## src/rtl/nand_fe_pkg.sv

```systemverilog
// Shared opcodes and read-source encoding for the NAND command front end.
package nand_fe_pkg;
    localparam logic [7:0] OP_READ_A     = 8'h00;
    localparam logic [7:0] OP_READ_B     = 8'h01;
    localparam logic [7:0] OP_READ_SPARE = 8'h50;
    localparam logic [7:0] OP_READ_ID    = 8'h90;
    localparam logic [7:0] OP_RESET      = 8'hFF;
    localparam logic [7:0] OP_PROG_SETUP = 8'h80;
    localparam logic [7:0] OP_PROG_GO    = 8'h10;
    localparam logic [7:0] OP_ERASE_SET  = 8'h60;
    localparam logic [7:0] OP_ERASE_GO   = 8'hD0;
    localparam logic [7:0] OP_STATUS     = 8'h70;
    localparam logic [7:0] ID_TAIL_BYTE  = 8'hC0;

    typedef enum logic [1:0] {
        SRC_ARRAY = 2'd0,
        SRC_ID    = 2'd1,
        SRC_STAT  = 2'd2
    } rd_src_t;
endpackage

```

## src/rtl/nand_page_buf.sv

```systemverilog
// Program capture buffer.
// Stores incoming data bytes in order from index 0 until TOTAL bytes are held.
// Extra bytes are dropped. The storage engine reads the buffer through a
// combinational port. Assumes clr and wr_en never arrive in the same cycle.
module nand_page_buf #(
    parameter int TOTAL = 528,
    parameter int AW    = 10,
    parameter int LW    = 10
) (
    input  logic          clk,
    input  logic          rst_n,
    input  logic          clr,
    input  logic          wr_en,
    input  logic [7:0]    wr_data,
    input  logic [AW-1:0] raddr,
    output logic [7:0]    rdata,
    output logic [LW-1:0] fill
);
    logic [7:0] mem [TOTAL];
    logic       room;

    assign room = fill < LW'(TOTAL);

    // Fill counter: restarts on clr, advances on each stored byte.
    always_ff @(posedge clk) begin
        if (!rst_n)
            fill <= '0;
        else if (clr)
            fill <= '0;
        else if (wr_en && room)
            fill <= fill + LW'(1);
    end

    // Byte storage, written at the current fill index.
    always_ff @(posedge clk) begin
        if (wr_en && room)
            mem[fill[AW-1:0]] <= wr_data;
    end

    // Engine read port; out-of-range index returns erased value.
    always_comb begin
        if (raddr < AW'(TOTAL))
            rdata = mem[raddr];
        else
            rdata = 8'hFF;
    end

    assert_fill_cap_R7: assert property (@(posedge clk) disable iff (!rst_n)
        fill <= LW'(TOTAL));

    assert_fill_step_R7: assert property (@(posedge clk) disable iff (!rst_n)
        (wr_en && !clr) |=> ((fill == $past(fill) + LW'(1)) ||
                             ($past(fill) == LW'(TOTAL))));
endmodule

```

## src/rtl/nand_read_port.sv

```systemverilog
// Read data path.
// Serves array bytes from the storage engine, ID bytes and the status snapshot.
// The first read of a pending page read raises a page load and returns the
// first byte in the same strobe. Assumes read strobes and command writes do
// not share a cycle.
module nand_read_port
    import nand_fe_pkg::*;
#(
    parameter int         TOTAL  = 528,
    parameter int         COL_W  = 10,
    parameter int         LEN_W  = 10,
    parameter int         ADDR_W = 24,
    parameter int         PAGE_W = 16,
    parameter logic [7:0] MANUF  = 8'hEC,
    parameter logic [7:0] DEVICE = 8'h73,
    parameter logic [7:0] FILLER = 8'hA5
) (
    input  logic              clk,
    input  logic              rst_n,
    input  logic              re,
    input  logic              ce_n,
    input  logic              cmd_is_read,
    input  logic              clear,
    input  logic              start_id,
    input  logic              start_stat,
    input  logic [7:0]        stat_val,
    input  logic [ADDR_W-1:0] addr,
    input  logic [COL_W-1:0]  offset,
    input  logic [7:0]        arr_rdata,
    output logic              consume,
    output logic              load_req,
    output logic [PAGE_W-1:0] arr_page,
    output logic [COL_W-1:0]  arr_col,
    output logic [7:0]        dout
);
    logic [LEN_W-1:0]  remain_q;
    logic [COL_W-1:0]  ptr_q;
    logic [PAGE_W-1:0] page_q;
    logic [7:0]        stat_q;
    rd_src_t           src_q;

    logic              strobe;
    logic              pending;
    logic [COL_W-1:0]  start_col;
    logic              col_ok;
    logic [7:0]        byte_val;
    logic              has_byte;
    logic [7:0]        id_byte;

    assign strobe    = re && !ce_n;
    assign pending   = cmd_is_read && (remain_q == '0);
    assign start_col = COL_W'(addr[7:0]) + offset;
    assign col_ok    = start_col < COL_W'(TOTAL);
    assign arr_col   = pending ? start_col : ptr_q;
    assign arr_page  = pending ? addr[ADDR_W-1:8] : page_q;
    assign load_req  = strobe && pending;
    assign consume   = strobe && has_byte;

    // ID byte picked by position.
    always_comb begin
        case (ptr_q[1:0])
            2'd0:    id_byte = MANUF;
            2'd1:    id_byte = DEVICE;
            2'd2:    id_byte = FILLER;
            default: id_byte = ID_TAIL_BYTE;
        endcase
    end

    // Select the byte served by a read and whether one is available.
    always_comb begin
        byte_val = 8'h00;
        has_byte = 1'b0;
        if (pending) begin
            has_byte = col_ok;
            byte_val = col_ok ? arr_rdata : 8'h00;
        end else if (remain_q != '0) begin
            has_byte = 1'b1;
            case (src_q)
                SRC_ID:   byte_val = id_byte;
                SRC_STAT: byte_val = stat_q;
                default:  byte_val = arr_rdata;
            endcase
        end
    end

    // Stream state: remaining count, pointer, loaded page and source.
    always_ff @(posedge clk) begin
        if (!rst_n) begin
            remain_q <= '0;
            ptr_q    <= '0;
            page_q   <= '0;
            stat_q   <= '0;
            src_q    <= SRC_ARRAY;
        end else if (clear) begin
            remain_q <= '0;
            src_q    <= SRC_ARRAY;
        end else if (start_id) begin
            remain_q <= LEN_W'(4);
            ptr_q    <= '0;
            src_q    <= SRC_ID;
        end else if (start_stat) begin
            remain_q <= LEN_W'(1);
            ptr_q    <= '0;
            stat_q   <= stat_val;
            src_q    <= SRC_STAT;
        end else if (load_req) begin
            page_q   <= addr[ADDR_W-1:8];
            ptr_q    <= start_col + COL_W'(1);
            src_q    <= SRC_ARRAY;
            remain_q <= col_ok ? (LEN_W'(TOTAL) - LEN_W'(start_col) - LEN_W'(1))
                               : '0;
        end else if (strobe && remain_q != '0) begin
            remain_q <= remain_q - LEN_W'(1);
            ptr_q    <= ptr_q + COL_W'(1);
        end
    end

    // Output byte register, updated on every read strobe.
    always_ff @(posedge clk) begin
        if (!rst_n)
            dout <= 8'h00;
        else if (re)
            dout <= (strobe && has_byte) ? byte_val : 8'h00;
    end

    assert_ce_quiet_R12: assert property (@(posedge clk) disable iff (!rst_n)
        (re && ce_n) |=> (dout == 8'h00 && $stable(remain_q) && $stable(ptr_q)));

    assert_count_down_R6: assert property (@(posedge clk) disable iff (!rst_n)
        (strobe && !pending && remain_q != '0 && !clear && !start_id && !start_stat)
            |=> (remain_q == $past(remain_q) - LEN_W'(1)));
endmodule

```

## src/rtl/nand_cmd_front.sv

```systemverilog
// NAND command front end (small-page, 8-bit bus).
// Decodes command bytes, assembles the three-byte address, tracks the read
// offset and status, and issues program and erase requests. Page loads and
// byte service go through nand_read_port; program data goes into
// nand_page_buf. Assumes at most one of we/re per cycle.
module nand_cmd_front
    import nand_fe_pkg::*;
#(
    parameter int         PAGE_BYTES  = 512,
    parameter int         ADDR_BYTES  = 3,
    parameter int         ERASE_SHIFT = 5,
    parameter logic [7:0] MANUF_CODE  = 8'hEC,
    parameter logic [7:0] DEVICE_CODE = 8'h73,
    parameter logic [7:0] FILL_CODE   = 8'hA5,
    localparam int SPARE_BYTES = PAGE_BYTES / 32,
    localparam int TOTAL       = PAGE_BYTES + SPARE_BYTES,
    localparam int ADDR_W      = 8 * ADDR_BYTES,
    localparam int PAGE_W      = ADDR_W - 8,
    localparam int COL_W       = $clog2(PAGE_BYTES + 256),
    localparam int LEN_W       = $clog2(TOTAL + 1),
    localparam int BUF_AW      = $clog2(TOTAL)
) (
    input  logic              clk,
    input  logic              rst_n,
    input  logic              ce_n,
    input  logic              cle,
    input  logic              ale,
    input  logic              wp_n,
    input  logic              we,
    input  logic              re,
    input  logic [7:0]        din,
    output logic [7:0]        dout,
    output logic              ready,
    output logic              prog_req,
    output logic              erase_req,
    output logic [PAGE_W-1:0] req_page,
    output logic [COL_W-1:0]  prog_col,
    output logic [LEN_W-1:0]  prog_len,
    input  logic [BUF_AW-1:0] buf_raddr,
    output logic [7:0]        buf_rdata,
    output logic              load_req,
    output logic [PAGE_W-1:0] arr_page,
    output logic [COL_W-1:0]  arr_col,
    input  logic [7:0]        arr_rdata
);
    localparam int CNT_W = $clog2(ADDR_BYTES + 1) + 1;
    localparam logic [CNT_W-1:0] CNT_MAX = '1;
    localparam logic [PAGE_W-1:0] BLK_MASK = ~((PAGE_W'(1) << ERASE_SHIFT) - PAGE_W'(1));
    localparam logic [COL_W-1:0] HALF_OFF  = COL_W'(256);
    localparam logic [COL_W-1:0] SPARE_OFF = COL_W'(PAGE_BYTES);

    logic [7:0]        cmd_q;
    logic [ADDR_W-1:0] addr_q;
    logic [CNT_W-1:0]  acnt_q;
    logic [COL_W-1:0]  offset_q;
    logic [6:0]        stat_low_q;
    logic              wp_q;

    logic              cmd_wr, adr_wr, dat_wr;
    logic              addr_done, id_go, stat_go, rd_clear, buf_clr;
    logic [7:0]        cmd_next;
    logic              consume;
    logic [LEN_W-1:0]  fill;

    assign ready    = 1'b1;
    assign cmd_wr   = we && !ce_n && cle;
    assign adr_wr   = we && !ce_n && ale && !cle;
    assign dat_wr   = we && !ce_n && !cle && !ale && (cmd_q == OP_PROG_SETUP);
    assign cmd_next = (din == OP_READ_B || din == OP_READ_SPARE) ? OP_READ_A : din;

    assign addr_done = adr_wr && (acnt_q == CNT_W'(ADDR_BYTES - 1));
    assign id_go     = adr_wr && (acnt_q == '0) && (cmd_q == OP_READ_ID);
    assign stat_go   = cmd_wr && (din == OP_STATUS);
    assign rd_clear  = (addr_done && cmd_q == OP_READ_A) || (cmd_wr && din == OP_RESET);
    assign buf_clr   = addr_done && (cmd_q == OP_PROG_SETUP);

    // Command, address, offset, status and request registers.
    always_ff @(posedge clk) begin
        if (!rst_n) begin
            cmd_q      <= OP_READ_A;
            addr_q     <= '0;
            acnt_q     <= '0;
            offset_q   <= '0;
            stat_low_q <= '0;
            wp_q       <= 1'b0;
            prog_req   <= 1'b0;
            erase_req  <= 1'b0;
            req_page   <= '0;
            prog_col   <= '0;
            prog_len   <= '0;
        end else begin
            wp_q      <= wp_n;
            prog_req  <= 1'b0;
            erase_req <= 1'b0;
            if (cmd_wr) begin
                acnt_q <= '0;
                cmd_q  <= cmd_next;
                case (din)
                    OP_READ_A:     offset_q <= '0;
                    OP_READ_B:     offset_q <= HALF_OFF;
                    OP_READ_SPARE: offset_q <= SPARE_OFF;
                    OP_PROG_GO: begin
                        if (wp_n) begin
                            prog_req <= 1'b1;
                            req_page <= addr_q[ADDR_W-1:8];
                            prog_col <= COL_W'(addr_q[7:0]) + offset_q;
                            prog_len <= fill;
                            offset_q <= '0;
                        end
                    end
                    OP_ERASE_GO: begin
                        addr_q <= {addr_q[ADDR_W-9:0], 8'h00};
                        if (wp_n) begin
                            erase_req <= 1'b1;
                            req_page  <= addr_q[PAGE_W-1:0] & BLK_MASK;
                        end
                    end
                    OP_RESET: begin
                        cmd_q      <= OP_READ_A;
                        addr_q     <= '0;
                        offset_q   <= '0;
                        stat_low_q <= '0;
                    end
                    default: ;
                endcase
            end else if (adr_wr) begin
                for (int i = 0; i < ADDR_BYTES; i++) begin
                    if (acnt_q == CNT_W'(i))
                        addr_q[8*i +: 8] <= din;
                end
                if (acnt_q != CNT_MAX)
                    acnt_q <= acnt_q + CNT_W'(1);
            end else begin
                if (load_req)
                    offset_q <= '0;
                if (consume)
                    addr_q <= addr_q + ADDR_W'(1);
            end
        end
    end

    nand_page_buf #(
        .TOTAL (TOTAL),
        .AW    (BUF_AW),
        .LW    (LEN_W)
    ) u_buf (
        .clk     (clk),
        .rst_n   (rst_n),
        .clr     (buf_clr),
        .wr_en   (dat_wr),
        .wr_data (din),
        .raddr   (buf_raddr),
        .rdata   (buf_rdata),
        .fill    (fill)
    );

    nand_read_port #(
        .TOTAL  (TOTAL),
        .COL_W  (COL_W),
        .LEN_W  (LEN_W),
        .ADDR_W (ADDR_W),
        .PAGE_W (PAGE_W),
        .MANUF  (MANUF_CODE),
        .DEVICE (DEVICE_CODE),
        .FILLER (FILL_CODE)
    ) u_rd (
        .clk         (clk),
        .rst_n       (rst_n),
        .re          (re),
        .ce_n        (ce_n),
        .cmd_is_read (cmd_q == OP_READ_A),
        .clear       (rd_clear),
        .start_id    (id_go),
        .start_stat  (stat_go),
        .stat_val    ({wp_q, stat_low_q}),
        .addr        (addr_q),
        .offset      (offset_q),
        .arr_rdata   (arr_rdata),
        .consume     (consume),
        .load_req    (load_req),
        .arr_page    (arr_page),
        .arr_col     (arr_col),
        .dout        (dout)
    );

    assert_cmd_gate_R1: assert property (@(posedge clk) disable iff (!rst_n)
        (we && ce_n) |=> ($stable(cmd_q) && $stable(addr_q) && $stable(acnt_q)));

    assert_prog_wp_R10: assert property (@(posedge clk) disable iff (!rst_n)
        prog_req |-> $past(wp_n));

    assert_erase_wp_R10: assert property (@(posedge clk) disable iff (!rst_n)
        erase_req |-> $past(wp_n));

    assert_req_excl_R8: assert property (@(posedge clk) disable iff (!rst_n)
        $onehot0({prog_req, erase_req}));
endmodule

```

## config.mk

```make
export PLATFORM = sky130hd
export DESIGN_NAME = nand_cmd_front
export DESIGN_NICKNAME = d
export VERILOG_FILES = /design/src/rtl/nand_fe_pkg.sv /design/src/rtl/nand_page_buf.sv /design/src/rtl/nand_read_port.sv /design/src/rtl/nand_cmd_front.sv
export SDC_FILE = /design/constraint.sdc
export NUM_CORES = 2
export LEC_CHECK = 0
export BUFFER_PORTS_ARGS = -buffer_cell sky130_fd_sc_hd__buf_2
export CAP_MARGIN = 20
export CELL_PAD_IN_SITES_DETAIL_PLACEMENT = 1
export CELL_PAD_IN_SITES_GLOBAL_PLACEMENT = 1
export CORE_MARGIN = 3
export CORE_UTILIZATION = 50
export DETAILED_ROUTE_END_ITERATION = 10
export MAX_ROUTING_LAYER = met4
export PLACE_DENSITY = 0.85
export SYNTH_ARGS = -nofsm -noshare
export SYNTH_HDL_FRONTEND = slang
export SYNTH_HIERARCHICAL = 1
export SYNTH_MEMORY_MAX_BITS = 65536
export SYNTH_SLANG_ARGS = --single-unit
export TNS_END_PERCENT = 30
```

## constraint.sdc

```tcl
create_clock -name clk -period 3.46 [get_ports clk]
set_input_delay 0.692 -clock clk [delete_from_list [all_inputs] [get_ports clk]]
set_output_delay 0.692 -clock clk [all_outputs]
set_load 0.02 [all_outputs]
```

==> results by group, run 1 <==
Run status
  • Outcome: did not finish
  • Failing step: global routing (5_1_grt)
  • Error: [ERROR GRT-0228] Horizontal edge usage exceeds the maximum allowed. (33, 81) usage=65535 limit=3000

Clock tree
  • Number of buffers created by CTS: 420
  • CTS root buf: clkbuf_16
  • TritonCTS sink count: 4364
  • H-tree levels: 5
  • Clk buf depth: 4

GRT
  • Pin count of the biggest net entering global routing: 203
  • Antenna violations before repair: 169

Placed design
  • Buffers on Ports: 114
  • DP Wirelength: 395 mm
  • Post-Place Cells: between 10000 and 15000
  • Placer Congestion: 0.984

Floorplan
  • FP Rows: about 210
  • Die span in x: 592 um
  • Initial core utilization: 0.504
  • # IOs: 116
  • Height of the die: 592 um

Logic synthesis
  • Post-Syn Area: 172000 um^2
  • Seq cells post-synth: about 4400
  • Sequential cell area fraction in the yosys report: 0.755
  • Ys Warns: 6
  • Synthesized area per cell: 19.7 um^2
  • Yosys top cell area share: 0.739
  • Cell taking the most area after synthesis: edfxtp_1
  • Synth top cells by count: edfxtp_1, mux4_2, nor2_1, nand2_1, mux2i_1
  • Post-synth EDFFs: between 4000 and 5000
  • Synth Instances: 8739
  • Distinct cells, synth: approximately 100
  • Async SR Flop Fraction: 0
  • Ranking of synthesized cells by area: edfxtp_1, mux4_2, dfxtp_1
  • Prevailing post-synth register cell: edfxtp_1
  • Most common cell in the synthesized netlist: edfxtp_1

STA
  • Post-GRT worst EP: buf_rdata[7]
  • Worst_ep kind: output port
timing repair:
item | in CTS
setup buffers | 28
pin swaps | 57
hold buffers | 7
hold endpoints to repair | 7
gates resized for setup | 311
setup endpoints to repair | 47
gates cloned | 15
cell families after synthesis:
group,share of synthesized area
adder cells (fa/ha/maj),0.00216
XOR/XNOR,0.00107
buffers and inverters,0.0187
multiplexers,0.146
AO/OA/AOI/OAI,0.0388
AND/OR/NAND/NOR,0.0381
other,0.0000437
flip-flops,0.755
through the flow:
stage,setup WS [ps],area [um^2]
4_1_cts,-1450,206000
3_5_place_dp,-1880,190000
3_3_place_gp,-2450,190000
2_1_floorplan,-86.8,172000
==> run 2: changes to the inputs <==
- CELL_PAD_IN_SITES_DETAIL_PLACEMENT: 1 -> not set
- CELL_PAD_IN_SITES_GLOBAL_PLACEMENT: 1 -> not set
- CORE_UTILIZATION: 50 -> 40
- MAX_ROUTING_LAYER: met4 -> not set
- PLACE_DENSITY: 0.85 -> not set
- PLACE_DENSITY_LB_ADDON: not set -> 0.15
- clock period: 3.46 -> 4.5 ns (I/O delays scaled with it)
==> results by group, run 2 <==
Logic synthesis
  • Post-synth EDFFs: approximately 4200
  • Yosys top cell area share: 0.739
  • Sequential cell area fraction in the yosys report: 0.755
  • Ranking of synthesized cells by area: edfxtp_1, mux4_2, dfxtp_1
  • Most common cell in the synthesized netlist: edfxtp_1
  • Seq cells post-synth: 4364
  • Synth Instances: 8739
  • Post-Syn Area: 172000 um^2
  • Async SR Flop Fraction: 0
  • Ys Warns: 6
  • Synth top cells by count: edfxtp_1, mux4_2, nor2_1, nand2_1, mux2i_1
  • Cell taking the most area after synthesis: edfxtp_1
  • Distinct cells, synth: 103
  • Synthesized area per cell: about 20 um^2
  • Prevailing post-synth register cell: edfxtp_1

Clock tree
  • Clk slew on worst S/H paths: 60 ps
  • CTS tree: done
  • TritonCTS sink count: approximately 4400
  • Post-cts hold buffer count: 0
  • Number of buffers created by CTS: 453
  • Clk buf depth: 4
  • Clk_lat worst skew: 1030 ps
  • CTS root buf: clkbuf_16
  • H-tree levels: 5

Critical path
  • Startpoint types: input pin
  • Setup CP Type: input pin to primary output
  • Critical Path Sink Type: primary output
  • CP arrival: 4050 ps
  • Critical Path Fanout Max: 10
  • Worst Path Required: 3600 ps

GRT
  • First-pass GRT wire length: 784 mm
  • Vias in the first global route: 96477
  • Grt ovf: 0
  • GRT Util Overall: 0.257
  • Antenna violations before repair: between 40 and 50
  • Pin count of the biggest net entering global routing: 181

Routing
  • Drt via density: 5.89
  • Avg WL per Cell: 34.2 um
  • Routed Antenna Nets: 0
  • Final wirelength: 568 mm
  • Vias post-DR: 97941
  • Drt pass-1 iters: 6
  • First DRT Iteration DRCs: ~13000
  • DRC Markers: 0

Layout
  • Fin util: 0.489
  • Fillcell total: 35305
  • Final Non-Filler Cells: 16619
  • Most common cell after layout, fill and taps aside: edfxtp_1
  • Fin area: 209000 um^2
  • Most frequent cells in the layout: edfxtp_1, buf_4, mux4_2
  • Area Overhead vs Synth: 21.7%
  • Share of cells above drive strength 1: 0.346
  • Max reg flops: between 4000 and 5000
  • Final nets: 10575

Power
  • Static Leakage: between 60 and 70 nW
  • Int Pwr: slightly below 70 mW
  • Sequential Power Share: 0.509
  • Switching share of power: 0.224
  • VDD IR-drop max: 0.000402 V
  • Clock Power Share: 0.423
  • Comb power frac: 0.068
  • PD cells: 420 nW/um^2
  • Psw: 19.6 mW

STA
  • Final hold violations: 0
  • Worst Max-Slew Pin Slew: 1140 ps
  • Min Tclk post-route: 4950 ps
  • F_max: just over 200 MHz
  • Clock Skew: between 50 and 60 ps
  • Setup TNS: -3230 ps
  • Final worst setup slack: -451 ps
  • Crit share post-route: 1.10
  • RSZ-0062 raised after global routing: true
  • Rel. slew slack: 0.240
  • Final Max Tran Viols: 0
  • Final Setup Violations: 8

Run status
  • Outcome: complete, but fails checks
  • Failing checks: setup timing

Run
  • Max cap viols: 0

Floorplan
  • Die footprint: 437000 um^2
  • Initial core utilization: 0.402
  • Core Area: between 400000 and 500000 um^2
  • # IOs: 116
  • Height of the die: 661 um
  • FP Rows: 240
  • Die span in x: between 600 and 700 um

Placed design
  • Placer Congestion: 0.935
  • Placed instance area: 191000 um^2
  • DP Worst Slack: -1420 ps
  • Post-Place Cells: 15632
  • Buffers on Ports: 114
  • DP Wirelength: 373 mm

Worst hold path
  • Min-delay worst type: input pin to register
-- run 2: cell counts after synthesis --
Identical to the previous run, type by type.
-- run 2: metal layers --
layer,part of all wire,global-route usage
met5,0.00014,0
met1,0.40,0.362
met4,0.038,0.0849
met2,0.47,0.407
met3,0.089,0.0446
-- run 2: timing repair --
action | CTS | global route
gates cloned | 14 | 4
endpoints found under the hold margin | 0 | 0
pin swaps | 54 | 33
gates resized for setup | 290 | 77
endpoints found under the setup margin | 8 | 8
buffers inserted | 98 | 12
-- run 2: final cells by class --
| cell class | count | area [um^2] | area share |
|---|---|---|---|
| Antenna cell | 33 | 82.6 | 0.000395 |
| Clock buffer | 556 | 12000 | 0.0575 |
| Clock inverter | 286 | 2590 | 0.0124 |
| Inverter | 45 | 184 | 0.000880 |
| Multi-Input combinational cell | 3799 | 40300 | 0.193 |
| Sequential cell | 4364 | 130000 | 0.620 |
| Tap cell | 5687 | 7120 | 0.0341 |
| Timing Repair Buffer | 1849 | 17000 | 0.0813 |
-- run 2: final timing paths --
kind / from / end / slack, ps / cells past startpoint
min reg2reg: prog_col[0]$_SDFFE_PN0P_ / prog_col[0]$_SDFFE_PN0P_ / 450 / 2
max reg2reg: addr_q[5]$_SDFFE_PN0P_ / addr_q[5]$_SDFFE_PN0P_ / 550 / 14
min: arr_rdata[1] / u_rd/dout[1]$_SDFFE_PN0P_ / 130 / 2
max: buf_raddr[0] / buf_rdata[4] / -450 / 11
-- run 2: kinds of logic after synthesis --
| family | count (synthesis) | share of synthesized area |
|---|---|---|
| AO/OA/AOI/OAI | 966 | 0.0388 |
| flip-flops | 4364 | 0.755 |
| buffers and inverters | 591 | 0.0187 |
| XOR/XNOR | 21 | 0.00107 |
| other | 2 | 0.0000437 |
| adder cells (fa/ha/maj) | 29 | 0.00216 |
| AND/OR/NAND/NOR | 1467 | 0.0381 |
| multiplexers | 1299 | 0.146 |
-- run 2: critical path, cell delays in order --
cell     delay [ps]
buf_16          160
buf_16          180
buf_4           180
buf_12          160
mux4_2          520
o22ai_1         210
nor3_2           80
or4_4           510
a221o_1         380
a311o_2         520
buf_6           180
-- run 2: power groups by stage --
stage	clock, mW	sequential (mW)	combinational [mW]
2_1_floorplan	0	45.5	2.50
3_5_place_dp	0	45.5	5.53
6_report	37.1	44.6	5.94
3_3_place_gp	0	45.5	5.47
4_1_cts	37.7	44.6	5.86
5_1_grt	39.3	44.6	6.17
-- run 2: stage by stage --
step                      hold slack [ps]  total power [mW]
after floorplan                       431              48.0
after global placement                440              51.0
after detailed placement              445              51.0
after CTS                            36.6              88.2
after global routing                 81.5              90.1
final                                 125              87.7
Power figures use the tool's default switching activity.
